### src/rtl/irqs_pkg.sv
package irqs_pkg;
  typedef enum logic [1:0] {
    GRANT_NONE = 2'd0,
    GRANT_MASK = 2'd1,
    GRANT_TRAP = 2'd2
  } grant_e;
endpackage

### src/rtl/irqs_pend.sv
// Bank of sticky pending flags; a clear in the same cycle as a set wins.
module irqs_pend #(
  parameter int N = 8
) (
  input  logic         clk,
  input  logic         rst_n,
  input  logic [N-1:0] set_i,
  input  logic [N-1:0] clr_i,
  output logic [N-1:0] eff_o
);
  logic [N-1:0] pend_q;
  logic [N-1:0] pend_d;

  for (genvar g = 0; g < N; g++) begin : g_bit
    always_comb begin
      pend_d[g] = (pend_q[g] | set_i[g]) & ~clr_i[g];
    end

    always_ff @(posedge clk or negedge rst_n) begin
      if (!rst_n) begin
        pend_q[g] <= 1'b0;
      end else if (set_i[g] || clr_i[g]) begin
        pend_q[g] <= pend_d[g];
      end
    end
  end

  // The current request counts as pending in the cycle it arrives.
  assign eff_o = pend_q | set_i;
endmodule

### src/rtl/irqs_prio.sv
// Fixed-priority encoder: the lowest index wins.
module irqs_prio #(
  parameter int N    = 8,
  parameter int IDXW = 3
) (
  input  logic [N-1:0]    req_i,
  output logic            any_o,
  output logic [N-1:0]    onehot_o,
  output logic [IDXW-1:0] idx_o
);
  logic [N:0] seen;

  assign seen[0] = 1'b0;
  for (genvar g = 0; g < N; g++) begin : g_chain
    assign seen[g+1]   = seen[g] | req_i[g];
    assign onehot_o[g] = req_i[g] & ~seen[g];
  end

  assign any_o = seen[N];

  always_comb begin
    idx_o = '0;
    for (int i = 0; i < N; i++) begin
      if (onehot_o[i]) begin
        idx_o = IDXW'(i);
      end
    end
  end
endmodule

### src/rtl/irqs_state.sv
// Tracks the active trap and maskable routines and the trap exit handshake.
module irqs_state (
  input  logic clk,
  input  logic rst_n,
  input  logic take_trap_i,
  input  logic take_mask_i,
  input  logic reti_i,
  input  logic exit_i,
  output logic trap_active_o,
  output logic mask_active_o
);
  logic trap_q, trap_d;
  logic mask_q, mask_d;
  logic arm_q, arm_d;
  logic st_en;

  always_comb begin
    trap_d = trap_q;
    mask_d = mask_q;
    arm_d  = 1'b0;
    if (take_trap_i) begin
      trap_d = 1'b1;
    end else if (trap_q && exit_i) begin
      if (arm_q) begin
        trap_d = 1'b0;
      end else begin
        arm_d = 1'b1;
      end
    end
    if (take_mask_i) begin
      mask_d = 1'b1;
    end else if (reti_i) begin
      mask_d = 1'b0;
    end
  end

  assign st_en = take_trap_i | take_mask_i | reti_i | exit_i | arm_q;

  always_ff @(posedge clk or negedge rst_n) begin
    if (!rst_n) begin
      trap_q <= 1'b0;
      mask_q <= 1'b0;
      arm_q  <= 1'b0;
    end else if (st_en) begin
      trap_q <= trap_d;
      mask_q <= mask_d;
      arm_q  <= arm_d;
    end
  end

  assign trap_active_o = trap_q;
  assign mask_active_o = mask_q;
endmodule

### src/rtl/irq_sequencer.sv
module irq_sequencer #(
  parameter  int NUM_SRC = 8,
  localparam int ID_W    = $clog2(NUM_SRC + 1)
) (
  input  logic               clk,
  input  logic               rst_n,
  input  logic               trap_req_i,
  input  logic [NUM_SRC-1:0] mask_req_i,
  input  logic               gie_i,
  input  logic               reti_i,
  input  logic               trap_exit_i,
  input  logic               boot_i,
  output logic               take_o,
  output logic [ID_W-1:0]    src_id_o,
  output logic               trap_active_o,
  output logic               mask_active_o
);
  import irqs_pkg::*;

  localparam int IDXW = (NUM_SRC > 1) ? $clog2(NUM_SRC) : 1;
  localparam logic [ID_W-1:0] TRAP_ID = ID_W'(NUM_SRC);

  // Reset synchroniser: assertion is asynchronous, release follows the clock.
  logic rst_s1_q, rst_q_n;
  always_ff @(posedge clk or negedge rst_n) begin
    if (!rst_n) begin
      rst_s1_q <= 1'b0;
      rst_q_n  <= 1'b0;
    end else begin
      rst_s1_q <= 1'b1;
      rst_q_n  <= rst_s1_q;
    end
  end

  logic [NUM_SRC-1:0] mask_eff, mask_onehot, mask_clr;
  logic               mask_any;
  logic [IDXW-1:0]    mask_idx;
  logic [0:0]         trap_eff, trap_clr;
  grant_e             grant;

  irqs_pend #(.N(NUM_SRC)) u_mpend (
    .clk  (clk),
    .rst_n(rst_q_n),
    .set_i(mask_req_i),
    .clr_i(mask_clr),
    .eff_o(mask_eff)
  );

  irqs_pend #(.N(1)) u_tpend (
    .clk  (clk),
    .rst_n(rst_q_n),
    .set_i(trap_req_i),
    .clr_i(trap_clr),
    .eff_o(trap_eff)
  );

  irqs_prio #(.N(NUM_SRC), .IDXW(IDXW)) u_prio (
    .req_i   (mask_eff),
    .any_o   (mask_any),
    .onehot_o(mask_onehot),
    .idx_o   (mask_idx)
  );

  // Grant decision: the trap outranks everything, boot mode blocks all.
  always_comb begin
    grant = GRANT_NONE;
    if (!boot_i) begin
      if (trap_eff[0]) begin
        grant = GRANT_TRAP;
      end else if (gie_i && mask_any && !trap_active_o && !mask_active_o) begin
        grant = GRANT_MASK;
      end
    end
  end

  assign trap_clr = (grant == GRANT_TRAP);
  assign mask_clr = (grant == GRANT_MASK) ? mask_onehot : '0;

  irqs_state u_state (
    .clk          (clk),
    .rst_n        (rst_q_n),
    .take_trap_i  (grant == GRANT_TRAP),
    .take_mask_i  (grant == GRANT_MASK),
    .reti_i       (reti_i),
    .exit_i       (trap_exit_i),
    .trap_active_o(trap_active_o),
    .mask_active_o(mask_active_o)
  );

  logic            take_d;
  logic [ID_W-1:0] id_d;
  logic            out_en;

  always_comb begin
    take_d = (grant != GRANT_NONE);
    unique case (grant)
      GRANT_TRAP: id_d = TRAP_ID;
      GRANT_MASK: id_d = ID_W'(mask_idx);
      default:    id_d = '0;
    endcase
  end

  assign out_en = take_d | take_o;

  always_ff @(posedge clk or negedge rst_q_n) begin
    if (!rst_q_n) begin
      take_o   <= 1'b0;
      src_id_o <= '0;
    end else if (out_en) begin
      take_o   <= take_d;
      src_id_o <= id_d;
    end
  end
endmodule

### config.mk
export PLATFORM = sky130hd
export DESIGN_NAME = irq_sequencer
export DESIGN_NICKNAME = d
export VERILOG_FILES = /design/src/rtl/irqs_pkg.sv /design/src/rtl/irqs_pend.sv /design/src/rtl/irqs_prio.sv /design/src/rtl/irqs_state.sv /design/src/rtl/irq_sequencer.sv
export SDC_FILE = /design/constraint.sdc
export NUM_CORES = 1
export LEC_CHECK = 0
export BUFFER_PORTS_ARGS = -buffer_cell sky130_fd_sc_hd__buf_2
export CAP_MARGIN = 20
export CORE_MARGIN = 2
export CORE_UTILIZATION = 45
export CTS_CLUSTER_SIZE = 8
export DETAILED_ROUTE_END_ITERATION = 16
export PLACE_DENSITY = 0.76
export SLEW_MARGIN = 10
export SYNTH_ARGS = -nofsm -noshare
export SYNTH_HDL_FRONTEND = slang
export SYNTH_SLANG_ARGS = --single-unit
### constraint.sdc
create_clock -name clk -period 0.8 [get_ports clk]
set_clock_uncertainty 0.1 [all_clocks]
set_input_delay 0 -clock clk [delete_from_list [all_inputs] [get_ports clk]]
set_output_delay 0 -clock clk [all_outputs]
set_load 0.005 [all_outputs]
* Word level (Yosys, flattened, before mapping)
Index checks and enable logic that the tools add are counted.
Word-level totals: word-level logic and storage cells 113, flip-flop bits (word level) 19, ROM bits 0, memories 0, output and inout bits 7, latch bits 0, bits of input ports 15, bits in writable memories 0
Cells by class: shift operators 0, magnitude comparators 0, muxes and demuxes 20, divide/modulo/power cells 0, equality and inequality tests 2, bitwise gates (word level) 54, multiply operators 0, add/sub/neg operators 0, reductions and logical operators 21
Operator list (count):
- 1-bit OR | 21
- 3-bit two-way mux | 6
- 1-bit bitwise AND | 16
- 1-bit NOT | 16
- 1-bit two-way mux | 10
- 1-bit logical OR | 9
- 8-bit two-way mux | 1
- 8-bit OR | 1
- 4-bit case mux with 2 select lines | 1
- 2-bit nonzero test | 4
- 1-bit logical AND | 4
- 2-bit two-way mux | 2
- 3-bit AND reduction | 1
- 2-bit by 1-bit equality test with 1-bit output, second input constant | 1
- 2-bit equality test, second input constant | 1
- 1-bit zero test | 2
- 2-bit AND reduction | 1

* Logic depth before layout (Yosys ltp)
Gate-level depths: netlist of the first run.
depth after elaboration 20, mapped depth 9, depth with buffers taken out 9

* By module
Synthesis of the first run repeated with hierarchy kept, for this count alone.
Second synthesis, totals: cells, all modules 86, area, all modules 999.7 um^2
Modules (own cells, without submodules):
- irq_sequencer | cells each 29, times used 1, seq. area each 175.2 um^2, area an instance 367.9 um^2
- irqs_pend (u_mpend) | cells each 24, times used 1, seq. area each 200.2 um^2, area an instance 330.3 um^2
- irqs_prio | cells each 22, times used 1, seq. area each 0.0 um^2, area an instance 150.1 um^2
- irqs_state | cells each 8, times used 1, seq. area each 75.1 um^2, area an instance 110.1 um^2
- irqs_pend (u_tpend) | cells each 3, times used 1, seq. area each 25.0 um^2, area an instance 41.3 um^2

* Least setup slack after synthesis of the first run
OpenSTA, ideal clock, no wires.
path kind register to register, from register u_mpend.pend_q[2], to register u_state.trap_q (netlist: u_state.trap_active_o), library setup time 127 ps, period minus slack after synthesis 2453 ps, buffers on the path 0, data arrival time 2226 ps, required time 573 ps, stages on the path, launching flop included 9, path slack -1653 ps, path through dfrtp_1 -> nor4_1 -> and3_1 -> nand3_1 -> nand3_1 -> ha_1 -> or4_1 -> a21oi_1 -> a31oi_1
On the way: word-level cells in the longest chain between the ends 19, elaborated cells on any way between the ends 23, those cells by class 2 x eq/ne; 4 x mux; 11 x bitwise; 6 x reduce/logical
Ends and longest elaborated chain:
- from (decl) | RTL line irqs_pend.sv:11 | logic [N-1:0] pend_q;
- from (signal, indexed assignment) | RTL line irqs_pend.sv:23 | pend_q[g] <= pend_d[g];
- 8-bit OR (*) | RTL line irqs_pend.sv:29 | assign eff_o = pend_q | set_i;
- 1-bit OR (*) (6 in series) | RTL line irqs_prio.sv:15 | assign seen[g+1] = seen[g] | req_i[g];
- 1-bit logical AND (*) (3 in series) | RTL line irq_sequencer.sv:70 | end else if (gie_i && mask_any && !trap_active_o && !mask_active_o) begin
- 1-bit two-way mux (*) | RTL line irq_sequencer.sv:70
- 2-bit two-way mux (*) | RTL line irq_sequencer.sv:68 | if (trap_eff[0]) begin
- 2-bit two-way mux (*) | RTL line irq_sequencer.sv:67 | if (!boot_i) begin
- 2-bit equality test / 2-bit by 1-bit equality test with 1-bit output (equally long branches) | RTL line irq_sequencer.sv:82, irq_sequencer.sv:83
- 1-bit OR (4 in series) | RTL line irqs_state.sv:37 | assign st_en = take_trap_i | take_mask_i | reti_i | exit_i | arm_q;
- 3-bit AND reduction (no source line)
- to (signal assigned) | RTL line irqs_state.sv:45 | trap_q <= trap_d;
- to (decl) | RTL line irqs_state.sv:12 | logic trap_q, trap_d;
Mark *: on every way between the ends. The rest lies on a longest branch, timed or not. A chain may end at the register's enable or synchronous reset.

* Final worst setup path of the first run
from register u_mpend.pend_q[5], to register u_state.trap_q (netlist: u_state.trap_active_o)
On the way: word-level cells in the longest chain between the ends 16, elaborated cells on any way between the ends 20, those cells by class 2 x eq/ne; 4 x mux; 8 x bitwise; 6 x reduce/logical
Ends and longest elaborated chain (RTL line):
- 8-bit OR (*) | irqs_pend.sv:29
- 1-bit OR (*) (3 in series) | irqs_prio.sv:15
- 1-bit logical AND (*) (3 in series) | irq_sequencer.sv:70
- 1-bit two-way mux (*) | irq_sequencer.sv:70
- 2-bit two-way mux (*) | irq_sequencer.sv:68
- 2-bit two-way mux (*) | irq_sequencer.sv:67
- 2-bit equality test / 2-bit by 1-bit equality test with 1-bit output (equally long branches) | irq_sequencer.sv:82, irq_sequencer.sv:83
- 1-bit OR (4 in series) | irqs_state.sv:37
- 3-bit AND reduction (no source line)
Marks and branches as above.

==> qor.txt, run 1 <==
OUTCOME
-------------------------------------------------------------------------------
Result of the run                                                  finished with violations
Violated checks                                                    negative hold slack, negative setup slack

STA
-------------------------------------------------------------------------------
RSZ-0062 raised after global routing                                       true
Hold Worst Slack                                                        -163 ps
Max-slew violation total from the final report                                0
Final clock period utilization by the worst path                           310%
Number of endpoints failing setup at the final stage                         24
Final critical-path setup slack                                        -1680 ps
Highest clock rate                                                    0.403 GHz
Number of endpoints with negative hold slack in the final report              5
Fin Setup TNS                                                        -23,780 ps
Final Critical Period                                                   2480 ps

HOLD PATH
-------------------------------------------------------------------------------
Hold_sp                                                             trap_exit_i
Worst hold path class                                                 in -> reg

DRT
-------------------------------------------------------------------------------
Count of unresolved DRC violations after routing                              0
Via total after detailed routing                                            885
Avg Vias per Cell                                                          5.46
Drt wl/cell                                                             15.8 um
Remaining antenna violation count after routing                               0
Starting DRT DRC Count                                                       26
Final routed wirelength across all metal layers                         2560 um
Number of iterations in the first detailed-routing pass                       4

LAYOUT
-------------------------------------------------------------------------------
Finished Layout Cells                                                       162
Share of layout cells above drive strength 1                              54.0%
Synth-to-Final Area Change                                                63.8%
Number of antenna repair diodes                                               0
Count of filler cells inserted in the layout                                113
Final std cell area, no fill                                          1360 um^2
Fin nets                                                                    156

LOGIC SYNTHESIS
-------------------------------------------------------------------------------
Most common cell in the netlist                                    sky130_fd_sc_hd__dfrtp_1
Area share of the largest cell type after synthesis                       57.3%
Biggest area consumer among synthesized cells                      sky130_fd_sc_hd__dfrtp_1
Share of flip-flops with an asynchronous set or reset                      100%
Post-synthesis instance area                                           830 um^2
Count of different cell masters after synthesis                              25
Post-synthesis average cell area                                      10.4 um^2
Biggest area contributors in the synthesized netlist               sky130_fd_sc_hd__dfrtp_1, sky130_fd_sc_hd__nor2_1, sky130_fd_sc_hd__ha_1, sky130_fd_sc_hd__nand2_1, sky130_fd_sc_hd__a21oi_1
Synth Net Count                                                              98
Main flop type after synthesis                                     sky130_fd_sc_hd__dfrtp_1
Number of synthesized flops with an enable pin                                0
Commonest cells post-synth                                         sky130_fd_sc_hd__dfrtp_1, sky130_fd_sc_hd__nor2_1, sky130_fd_sc_hd__nand2_1, sky130_fd_sc_hd__a21oi_1
Register area share after synthesis                                       57.3%
Yosys warns                                                                   0
Cell count after synthesis                                                   80
FF+latch count, synth                                                        19

FLOORPLANNING
-------------------------------------------------------------------------------
Number of placement rows                                                     15
Die ar.                                                               2200 um^2
Ports                                                                        22
Initial core utilization                                                  48.0%
Floorplan die height                                                    46.9 um
Die span in x                                                           46.9 um
Core box area                                                         1730 um^2

SETUP PATH
-------------------------------------------------------------------------------
Crit-path max FO                                                              2
Endpoint type of the worst setup path                                      flop
Worst setup path startpoint                                        u_mpend.pend_q[5]
Startpoint kind of the worst setup timing path                             flop
Worst path required time                                                 880 ps
Class of the most critical setup path                                reg -> reg
Reg2reg setup slack                                                    -1680 ps
Worst endpoint data arrival time                                        2560 ps
Reg-to-reg startpoint                                              u_mpend.pend_q[5]

GLOBAL ROUTING
-------------------------------------------------------------------------------
Pin count of the biggest net entering global routing                         18
Global-route wire length before repair                                  3840 um
Busiest metal layer after global routing                                   met2
Global Route met1 Usage                                                   29.7%
GR Util met3                                                              3.85%
Aggregate global routing overflow                                             0
Antenna violations before repair                                              0
GRT met2 Usage                                                            43.0%
GR Util All Layers                                                        25.6%
Via count of the first global-routing pass                                  886

PLACE
-------------------------------------------------------------------------------
Port bufs                                                                    21
Number of placed cells counting well taps                                   149
Dpl hpwl                                                                1520 um
Pre-CTS WS                                                             -1680 ps
Cell area after placement                                             1160 um^2
Routability congestion estimate                                           0.850

CLOCKING
-------------------------------------------------------------------------------
Number of clock sinks seen by CTS                                            19
Clock buffer count from CTS                                                   3
Buffer type at the clock tree root                                 sky130_fd_sc_hd__clkbuf_4
CTS tree                                                                    yes
Clock transition at path regs                                            110 ps
H-tree Lvls                                                                   1
Worst skew pair latency                                                  290 ps
Buffer depth of the longest clock path                                        2

PWR
-------------------------------------------------------------------------------
Pwr/cell area                                                      1380 nW/um^2
Leakage power                                                          0.615 nW
Worst voltage drop across the vdd grid                                 0.945 mV

JOB
-------------------------------------------------------------------------------
Max Cap Viol                                                                  0

layout by cell type, fill, tap and decap left out, types with 2 or more instances in the layout:
master / n
sky130_fd_sc_hd__buf_4: 27
sky130_fd_sc_hd__buf_2: 19
sky130_fd_sc_hd__dfrtp_1: 19
sky130_fd_sc_hd__nor2_1: 11
sky130_fd_sc_hd__nand2_1: 8
sky130_fd_sc_hd__buf_6: 4
sky130_fd_sc_hd__inv_1: 3
sky130_fd_sc_hd__a21oi_1: 3
sky130_fd_sc_hd__o21ai_0: 3
sky130_fd_sc_hd__clkbuf_4: 3
sky130_fd_sc_hd__dlygate4sd3_1: 3
sky130_fd_sc_hd__and3_1: 2
sky130_fd_sc_hd__or4_4: 2
sky130_fd_sc_hd__nand3_2: 2
sky130_fd_sc_hd__a21oi_2: 2
sky130_fd_sc_hd__a31oi_1: 2
sky130_fd_sc_hd__nor2_2: 2
sky130_fd_sc_hd__ha_4: 2
power by group:
group / switching [mW] / internal (mW)
logic: 0.165 / 0.198
registers: 0.0239 / 1.00
clock network: 0.298 / 0.194
total: 0.487 / 1.39
registers in the layout (all words and copies together), names as in the netlist:
name	count
rst_q_n	1
rst_s1_q	1
src_id_o	4
take_o	1
u_mpend.pend_q	8
u_state.arm_q	1
u_state.mask_active_o	1
u_state.trap_active_o	1
u_tpend.pend_q	1
worst max-delay path, cell delays in order, from the launching register on:
cell	delay, ps
sky130_fd_sc_hd__dfrtp_1	390
sky130_fd_sc_hd__or4_4	500
sky130_fd_sc_hd__nor3_4	160
sky130_fd_sc_hd__nand3_2	130
sky130_fd_sc_hd__nand3_2	140
sky130_fd_sc_hd__ha_4	220
sky130_fd_sc_hd__or4_4	500
sky130_fd_sc_hd__a21oi_2	170
sky130_fd_sc_hd__a31oi_1	60
stage by stage:
stage	util [%]	power (mW)
final	78.7	1.88
after global routing	78.7	1.94
after CTS	76.5	1.83
after global placement	67.2	1.27
after detailed placement	67.2	1.28
after floorplan	-	1.13
path summary, 6_finish.rpt:
kind,cells past startpoint,to
min in group asynchronous,1,u_state.arm_q
hold reg to reg,1,u_state.arm_q
setup reg to reg,8,u_state.trap_active_o
setup / recovery,8,u_state.trap_active_o
hold / removal,2,u_state.trap_active_o
max in group asynchronous,3,rst_q_n
routing by layer:
| metal | part of all wire (%) | up-vias |
|---|---|---|
| li1 | - | 395 |
| met1 | 39 | 430 |
| met2 | 51 | 42 |
| met3 | 4.5 | 18 |
| met4 | 6.1 | 0 |
| met5 | 0 | - |
timing repair:
item                       in CTS  in global routing
hold endpoints to repair        9                  7
pin swaps                       3                  0
buffers inserted                3                  3
resized for setup              17                  3
hold buffers                    3                  1
setup endpoints to repair      24                 26
kinds of logic after synthesis:
| group | share of synthesized area, % |
|---|---|
| compound gates | 11.8 |
| fa+ha+maj | 4.53 |
| buf+inv | 1.81 |
| flops | 57.3 |
| other cells | 0.452 |
| simple gates | 24.1 |
area by class of cell:
type                            count  area, um^2  area share (%)
Clock buffer                        4        26.3            1.93
Tap cell                           25        31.3            2.30
Sequential cell                    19         475            35.0
Inverter                            4        15.0            1.10
Multi-Input combinational cell     57         438            32.2
Timing Repair Buffer               53         373            27.4
(Power assumes the default switching activity.)
==> run 2, diff against run 1 <==
--- a/config.mk
+++ b/config.mk
@@ -5,10 +5,12 @@
 export SDC_FILE = /design/constraint.sdc
 export NUM_CORES = 1
 export LEC_CHECK = 0
+export ABC_AREA = 1
 export BUFFER_PORTS_ARGS = -buffer_cell sky130_fd_sc_hd__buf_2
 export CAP_MARGIN = 20
+export CORE_ASPECT_RATIO = 1.5
 export CORE_MARGIN = 2
-export CORE_UTILIZATION = 45
+export CORE_UTILIZATION = 46
 export CTS_CLUSTER_SIZE = 8
 export DETAILED_ROUTE_END_ITERATION = 16
 export PLACE_DENSITY = 0.76
==> qor.txt, run 2 <==
LAYOUT
--------------------------------------------------------------------------------------
Finished Core Util                                                               78.8%   +0.11 points
Regs by FF count                                                          u_mpend.pend_q (8), src_id_o (4)
Most frequent cells in the layout                                         sky130_fd_sc_hd__buf_4, sky130_fd_sc_hd__buf_2, sky130_fd_sc_hd__nand2_1, sky130_fd_sc_hd__dfrtp_1, sky130_fd_sc_hd__inv_1
Most frequent standard cell in the layout excluding fill and tap cells    sky130_fd_sc_hd__buf_4
Largest Register                                                          u_mpend.pend_q
Fin nets                                                                           177   +13%
Max reg flops                                                                        8   unchanged
Share of layout cells above drive strength 1                                     53.8%   -0.22 points
Synth-to-Final Area Change                                                       61.0%
Number of antenna repair diodes                                                      0   unchanged

SETUP PATH
--------------------------------------------------------------------------------------
Endpoint type of the worst setup path                                             flop
Length in cells of the worst reg-to-reg path                                        13   +5
Library cell contributing the largest single delay on the critical path   sky130_fd_sc_hd__dfrtp_1
Worst endpoint data arrival time                                               2000 ps   -560 ps
Startpoint kind of the worst setup timing path                                    flop
Depth of the critical timing path with buffers and inverters included               13   +5
Worst path required time                                                        920 ps   +40 ps
CP max stage delay                                                              400 ps   -100 ps
Class of the most critical setup path                                       reg -> reg
Crit-path max FO                                                                     7   +5
Crit path buffers/inverters                                                          2   +2
Cell type group with the largest total delay on the critical path         simple AND/OR/NAND/NOR gates
Ordered list of cells on the worst path                                   nor2_2 > nand2_2 > nor2_4 > nand4_1 > nor2_1 > nor2_2 > inv_2 > ha_4 > inv_4 > nor2_4 > nor3b_2 > nand2_1 > nand2_1

LOGIC SYNTHESIS
--------------------------------------------------------------------------------------
Synth Net Count                                                                    120   +22%
Commonest cells post-synth                                                sky130_fd_sc_hd__nand2_1, sky130_fd_sc_hd__dfrtp_1, sky130_fd_sc_hd__nor2_1, sky130_fd_sc_hd__inv_1
Cell count after synthesis                                                         102   +28%
Post-synthesis instance area                                                  896 um^2   +8.0%
Main flop type after synthesis                                            sky130_fd_sc_hd__dfrtp_1
Biggest area contributors in the synthesized netlist                      sky130_fd_sc_hd__dfrtp_1, sky130_fd_sc_hd__nand2_1, sky130_fd_sc_hd__nor2_1, sky130_fd_sc_hd__inv_1, sky130_fd_sc_hd__nor2_4
Register area share after synthesis                                              53.1%   -4.2 points
FF+latch count, synth                                                               19   unchanged
Share of flip-flops with an asynchronous set or reset                             100%   unchanged
Count of different cell masters after synthesis                                     22   -12%
Biggest area consumer among synthesized cells                             sky130_fd_sc_hd__dfrtp_1
Area share of the largest cell type after synthesis                              53.1%   -4.2 points
Number of synthesized flops with an enable pin                                       0   unchanged
Post-synthesis average cell area                                             8.78 um^2   -15%
Yosys warns                                                                          0   unchanged
Most common cell in the netlist                                           sky130_fd_sc_hd__nand2_1

STA
--------------------------------------------------------------------------------------
RSZ-0062 raised after global routing                                              true
Final critical-path setup slack                                               -1080 ps   +599 ps
Final clock period utilization by the worst path                                  236%   -75 points
Number of endpoints with negative hold slack in the final report                     4   -1
Final Critical Period                                                          1880 ps   -599 ps
Max-slew violation total from the final report                                       0   unchanged
Number of endpoints failing setup at the final stage                                24   unchanged
Hold Worst Slack                                                              -88.1 ps   +74.6 ps
Fin Setup TNS                                                               -17,800 ps   +5990 ps
Highest clock rate                                                           0.531 GHz   +32%

PWR
--------------------------------------------------------------------------------------
Fraction of power consumed by the clock network                                  27.5%   +1.3 points
Relative contribution of sequential cells to total power                         55.6%   +1.1 points
Combinational share of power                                                     16.9%   -2.4 points
Switching Share                                                                  26.9%   +1.0 points
Internal portion of total power                                                1.35 mW   -2.8%
Leakage power                                                                 0.680 nW   +11%
Worst voltage drop across the vdd grid                                         1.25 mV   +32%
Pwr/cell area                                                             1280 nW/um^2   -7.1%
Net switching power                                                           0.499 mW   +2.6%

DRT
--------------------------------------------------------------------------------------
Starting DRT DRC Count                                                               5   -81%
Count of unresolved DRC violations after routing                                     0   unchanged
Number of iterations in the first detailed-routing pass                              4   unchanged
Via total after detailed routing                                                   871   -1.6%
Remaining antenna violation count after routing                                      0   unchanged
Drt wl/cell                                                                    13.4 um   -15%
Final routed wirelength across all metal layers                                2390 um   -6.3%
Avg Vias per Cell                                                                 4.87   -11%

GLOBAL ROUTING
--------------------------------------------------------------------------------------
Pin count of the biggest net entering global routing                                18   unchanged
Aggregate global routing overflow                                                    0   unchanged
Global-route wire length before repair                                         3630 um   -5.6%
Antenna violations before repair                                                     0   unchanged
GR Util All Layers                                                               23.5%   -2.0 points
Via count of the first global-routing pass                                         906   +2.3%

CLOCKING
--------------------------------------------------------------------------------------
Clock buffer count from CTS                                                          3   unchanged
Cts-stage hold buffer count                                                          4   +1
Number of clock sinks seen by CTS                                                   19   unchanged
Buffer type at the clock tree root                                        sky130_fd_sc_hd__clkbuf_4
Worst skew pair latency                                                         320 ps   +30 ps
Buffer depth of the longest clock path                                               2   unchanged
CTS tree                                                                           yes
H-tree Lvls                                                                          1   unchanged
Clock transition at path regs                                                   110 ps   about the same

PLACE
--------------------------------------------------------------------------------------
Dpl hpwl                                                                       1450 um   -4.7%
Routability congestion estimate                                                  0.866   +1.9%
Port bufs                                                                           21   unchanged

HOLD PATH
--------------------------------------------------------------------------------------
Hold path depth                                                                      3   +1
Worst hold path class                                                        in -> reg

FLOORPLANNING
--------------------------------------------------------------------------------------
Floorplan die height                                                           58.1 um   +24%
Die span in x                                                                  40.0 um   -15%
Ports                                                                               22   unchanged
Number of placement rows                                                            19   +4
Core box area                                                                1830 um^2   +6.0%
Initial core utilization                                                         48.9%   +0.90 points
Die ar.                                                                      2320 um^2   +5.5%

JOB
--------------------------------------------------------------------------------------
Max Cap Viol                                                                         0   unchanged

OUTCOME
--------------------------------------------------------------------------------------
Result of the run                                                         finished with violations
Violated checks                                                           negative hold slack, negative setup slack

[run 2: changes by cell type after synthesis, sizes merged, moves of 2 or more]
cell   delta
nand2    +16
nand3     +2
o21ai     +2
nor2      +8
or4       -2
and3      -3
a21oi     -3
a31oi     -2
inv      +11
[run 2: cells by family after synthesis]
group | count (synthesis) | share of synthesized area, %
and+or+nand+nor | 53 | 28.9
AOI/OAI and AO/OA | 11 | 7.12
buffers and inverters | 15 | 6.28
other | 1 | 0.419
DFF | 19 | 53.1
adders and majority gates | 3 | 4.19
[run 2: through the flow]
| step | setup slack, ps | instances | total power, mW | hold WS (ps) | instance area [um^2] |
|---|---|---|---|---|---|
| after floorplan | -1070 | 102 | 1.14 | -396 | 920 |
| after global placement | -1070 | 161 | 1.25 | -315 | 1180 |
| after detailed placement | -1130 | 161 | 1.26 | -314 | 1180 |
| after CTS | -1130 | 177 | 1.80 | -91.8 | 1380 |
| after global routing | -1230 | 179 | 1.93 | -74.0 | 1440 |
| final | -1080 | 179 | 1.85 | -88.1 | 1440 |
[run 2: routing by layer]
layer	up-vias	global-route usage [%]	wire [um]
met5	-	0	0
met4	0	13.3	85
met3	9	2.68	72
met2	24	42.9	1420
met1	409	23.4	820
li1	429	-	-
[run 2: power by group through the flow]
stage	Combinational (mW)	Clock (mW)	Sequential, mW
floorplan	0.0798	0	1.06
global placement	0.205	0	1.04
detailed placement	0.215	0	1.04
CTS	0.265	0.511	1.03
global route	0.348	0.546	1.03
finish	0.314	0.510	1.03
[run 2: cell type report]
type                            instances  area, um^2
Inverter                               15        61.3
Clock inverter                          1        5.00
Fill cell                             116         388
Multi-Input combinational cell         68         487
Clock buffer                            3        22.5
Timing Repair Buffer                   52         365
Sequential cell                        19         475
Tap cell                               21        26.3
[run 2: worst register-to-register path, cell delays in order (launching register included)]
cell and delay [ps]:
sky130_fd_sc_hd__dfrtp_1 400, sky130_fd_sc_hd__nor2_2 120, sky130_fd_sc_hd__nand2_2 90, sky130_fd_sc_hd__nor2_4 120, sky130_fd_sc_hd__nand4_1 110, sky130_fd_sc_hd__nor2_1 170
sky130_fd_sc_hd__nor2_2 60, sky130_fd_sc_hd__inv_2 80, sky130_fd_sc_hd__ha_4 140, sky130_fd_sc_hd__inv_4 40, sky130_fd_sc_hd__nor2_4 160, sky130_fd_sc_hd__nor3b_2 80
sky130_fd_sc_hd__nand2_1 70, sky130_fd_sc_hd__nand2_1 50
[run 2: path summary, 6_finish.rpt]
kind                              startpoint  slack (ps)           endpoint
hold reg to reg                      rst_q_n         100      u_state.arm_q
min in group asynchronous            rst_q_n         100      u_state.arm_q
setup / recovery           u_mpend.pend_q[3]       -1080        src_id_o[2]
setup reg to reg           u_mpend.pend_q[3]       -1080        src_id_o[2]
max in group asynchronous              rst_n          60            rst_q_n
hold / removal                 mask_req_i[6]         -90  u_mpend.pend_q[7]
[run 2: timing repair]
item / 4_1_cts / 5_1_grt
setup buffers: 8 / 2
endpoints found under the hold margin: 11 / 2
gates resized for setup: 16 / 13
pin swaps: 3 / 15
endpoints found under the setup margin: 24 / 24
gates cloned: 0 / 0
==> run 3, diff against run 2 <==
--- a/config.mk
+++ b/config.mk
@@ -8,13 +8,15 @@
 export ABC_AREA = 1
 export BUFFER_PORTS_ARGS = -buffer_cell sky130_fd_sc_hd__buf_2
 export CAP_MARGIN = 20
+export CELL_PAD_IN_SITES_DETAIL_PLACEMENT = 2
+export CELL_PAD_IN_SITES_GLOBAL_PLACEMENT = 2
 export CORE_ASPECT_RATIO = 1.5
 export CORE_MARGIN = 2
-export CORE_UTILIZATION = 46
+export CORE_UTILIZATION = 27
 export CTS_CLUSTER_SIZE = 8
 export DETAILED_ROUTE_END_ITERATION = 16
 export PLACE_DENSITY = 0.76
-export SLEW_MARGIN = 10
+export SLEW_MARGIN = 5
 export SYNTH_ARGS = -nofsm -noshare
 export SYNTH_HDL_FRONTEND = slang
 export SYNTH_SLANG_ARGS = --single-unit
==> qor.txt, run 3 (synthesized netlist as in run 2, its figures left out) <==
PWR
--------------------------------------------------------------------------------------
Worst voltage drop across the vdd grid                                        0.860 mV   -31%
Leakage power                                                                 0.757 nW   +11%
Pwr/cell area                                                             1290 nW/um^2   +0.58%

CLOCKING
--------------------------------------------------------------------------------------
CTS tree                                                                           yes
Buffer depth of the longest clock path                                               2   unchanged
Clock transition at path regs                                                    80 ps   -30 ps
H-tree Lvls                                                                          1   unchanged
Clock buffer count from CTS                                                          3   unchanged
Worst skew pair latency                                                         260 ps   -60 ps
Buffer type at the clock tree root                                        sky130_fd_sc_hd__clkbuf_8
Number of clock sinks seen by CTS                                                   19   unchanged

STA
--------------------------------------------------------------------------------------
Highest clock rate                                                           0.519 GHz   -2.1%
Number of endpoints failing setup at the final stage                                24   unchanged
Final critical-path setup slack                                               -1130 ps   -41.2 ps
Max-slew violation total from the final report                                       0   unchanged
Final clock period utilization by the worst path                                  241%   +5.2 points
RSZ-0062 raised after global routing                                              true
Final Critical Period                                                          1930 ps   +41.2 ps
Number of endpoints with negative hold slack in the final report                     3   -1
Hold Worst Slack                                                              -74.8 ps   +13.3 ps

SETUP PATH
--------------------------------------------------------------------------------------
Cell type group with the largest total delay on the critical path         simple AND/OR/NAND/NOR gates
Worst endpoint data arrival time                                               2030 ps   +30 ps
Worst path required time                                                        900 ps   -20 ps
Library cell contributing the largest single delay on the critical path   sky130_fd_sc_hd__dfrtp_1
Length in cells of the worst reg-to-reg path                                        13   unchanged
Depth of the critical timing path with buffers and inverters included               13   unchanged
Crit-path max FO                                                                     6   -1
Class of the most critical setup path                                       reg -> reg
Startpoint kind of the worst setup timing path                                    flop
Worst setup path startpoint                                               u_mpend.pend_q[2]
Crit path buffers/inverters                                                          3   +1
Endpoint type of the worst setup path                                             flop
CP max stage delay                                                              390 ps   about the same
Reg-to-reg startpoint                                                     u_mpend.pend_q[2]
Library cell appearing most often on the critical path                    sky130_fd_sc_hd__nor2_2
Ordered list of cells on the worst path                                   nor2_2 > nand2_2 > nor2_4 > nand4_1 > nor2_2 > nor2_2 > inv_2 > ha_4 > inv_2 > nor2_4 > buf_4 > nand2_1 > nand2_1

HOLD PATH
--------------------------------------------------------------------------------------
Hold_sp                                                                    trap_exit_i
Hold path depth                                                                      3   unchanged
Worst hold path class                                                        in -> reg

FLOORPLANNING
--------------------------------------------------------------------------------------
Die ar.                                                                      3800 um^2   +64%
Die span in x                                                                  51.0 um   +27%
Number of placement rows                                                            25   +6
Core box area                                                                3160 um^2   +73%
Ports                                                                               22   unchanged
Floorplan die height                                                           74.5 um   +28%
Initial core utilization                                                         28.4%   -21 points

DRT
--------------------------------------------------------------------------------------
Count of unresolved DRC violations after routing                                     0   unchanged
Drt wl/cell                                                                    16.4 um   +23%
Final routed wirelength across all metal layers                                3380 um   +41%
Via total after detailed routing                                                   953   +9.4%
Starting DRT DRC Count                                                              14   +9
Avg Vias per Cell                                                                 4.63   -4.9%
Number of iterations in the first detailed-routing pass                              4   unchanged
Remaining antenna violation count after routing                                      0   unchanged

GLOBAL ROUTING
--------------------------------------------------------------------------------------
GR Util All Layers                                                               18.0%   -5.5 points
Via count of the first global-routing pass                                       1,058   +17%
Pin count of the biggest net entering global routing                                18   unchanged
Global-route wire length before repair                                         5000 um   +38%
Antenna violations before repair                                                     0   unchanged
Aggregate global routing overflow                                                    0   unchanged

LAYOUT
--------------------------------------------------------------------------------------
Area of the multi-input gates                                                 519 um^2   +6.7%
Number of antenna repair diodes                                                      0   unchanged
Share of layout cells above drive strength 1                                     59.6%   +5.8 points
Max reg flops                                                                        8   unchanged
Regs by FF count                                                          u_mpend.pend_q (8), src_id_o (4)
Most frequent cells in the layout                                         sky130_fd_sc_hd__buf_4, sky130_fd_sc_hd__buf_2, sky130_fd_sc_hd__dfrtp_1
Most frequent standard cell in the layout excluding fill and tap cells    sky130_fd_sc_hd__buf_4
Count of filler cells inserted in the layout                                       344   +200%
Fin nets                                                                           185   +4.5%
Sequential cell area in the final layout                                      475 um^2   unchanged
Synth-to-Final Area Change                                                       78.1%
Largest Register                                                          u_mpend.pend_q
Finished Layout Cells                                                              206   +15%

PLACE
--------------------------------------------------------------------------------------
Number of placed cells counting well taps                                          183   +14%
Routability congestion estimate                                                  0.703   -19%
Port bufs                                                                           21   unchanged
Dpl hpwl                                                                       2100 um   +45%
Pre-CTS WS                                                                    -1180 ps   -53.5 ps

JOB
--------------------------------------------------------------------------------------
Max Cap Viol                                                                         0   unchanged

OUTCOME
--------------------------------------------------------------------------------------
Result of the run                                                         finished with violations
Violated checks                                                           negative hold slack, negative setup slack

-- run 3: cell types whose count changed in the layout (fill, tap and decap cells not counted), sizes merged --
cell and change:
buf +9, dlygate4sd3 -1
-- run 3: cell type report --
cell class | instances | area share (%)
clock buffers | 3 | 2.59
multi-input cells | 68 | 32.5
clock inverters | 1 | 0.314
flip-flops and latches | 19 | 29.8
repair buffers | 60 | 27.9
well taps | 40 | 3.14
inverters | 15 | 3.69
-- run 3: what timing repair did --
item | CTS | global route
resized for setup | 23 | 16
setup buffers | 11 | 9
gates cloned | 0 | 0
hold endpoints to repair | 5 | 2
pin swaps | 17 | 9
hold buffers | 2 | 1
endpoints found under the setup margin | 24 | 26
-- run 3: final timing paths --
check                      slack [ps]                end
max                             -1130        src_id_o[2]
min                               -70      u_state.arm_q
max reg2reg                     -1130        src_id_o[2]
min in group asynchronous         110  u_mpend.pend_q[2]
max in group asynchronous          70           rst_s1_q
min reg2reg                       110  u_mpend.pend_q[2]
-- run 3: power breakdown --
part / leakage (nW) / internal [mW] / total (mW) / switching [mW]
sequential: 0.209 / 1.00 / 1.03 / 0.0336
clock: 0.0255 / 0.346 / 0.681 / 0.335
combinational: 0.523 / 0.186 / 0.347 / 0.161
-- run 3: worst register-to-register path: cells and delay by family, from the launching register on --
kind,cells,cell delay [ps]
adder cells (fa/ha/maj),1,130
buffers and inverters,3,270
flip-flops,1,390
AND/OR/NAND/NOR,9,1000
-- run 3: layer usage --
layer	up-vias	track usage (%)	routed length, um
met1	483	18.2	1160
met2	20	37.5	2100
met4	0	4.50	44
met5	-	0	0
met3	4	2.01	75
li1	446	-	-
-- run 3: stage by stage --
step	area, um^2	power, mW	TNS (ps)	utilization (%)
detailed placement	1240	1.29	-17510	39.2
global route	1600	2.17	-20900	50.5
global placement	1240	1.28	-16000	39.2
CTS	1480	2.03	-17530	46.9
finish	1600	2.06	-18190	50.5
floorplan	920	1.14	-14150	-
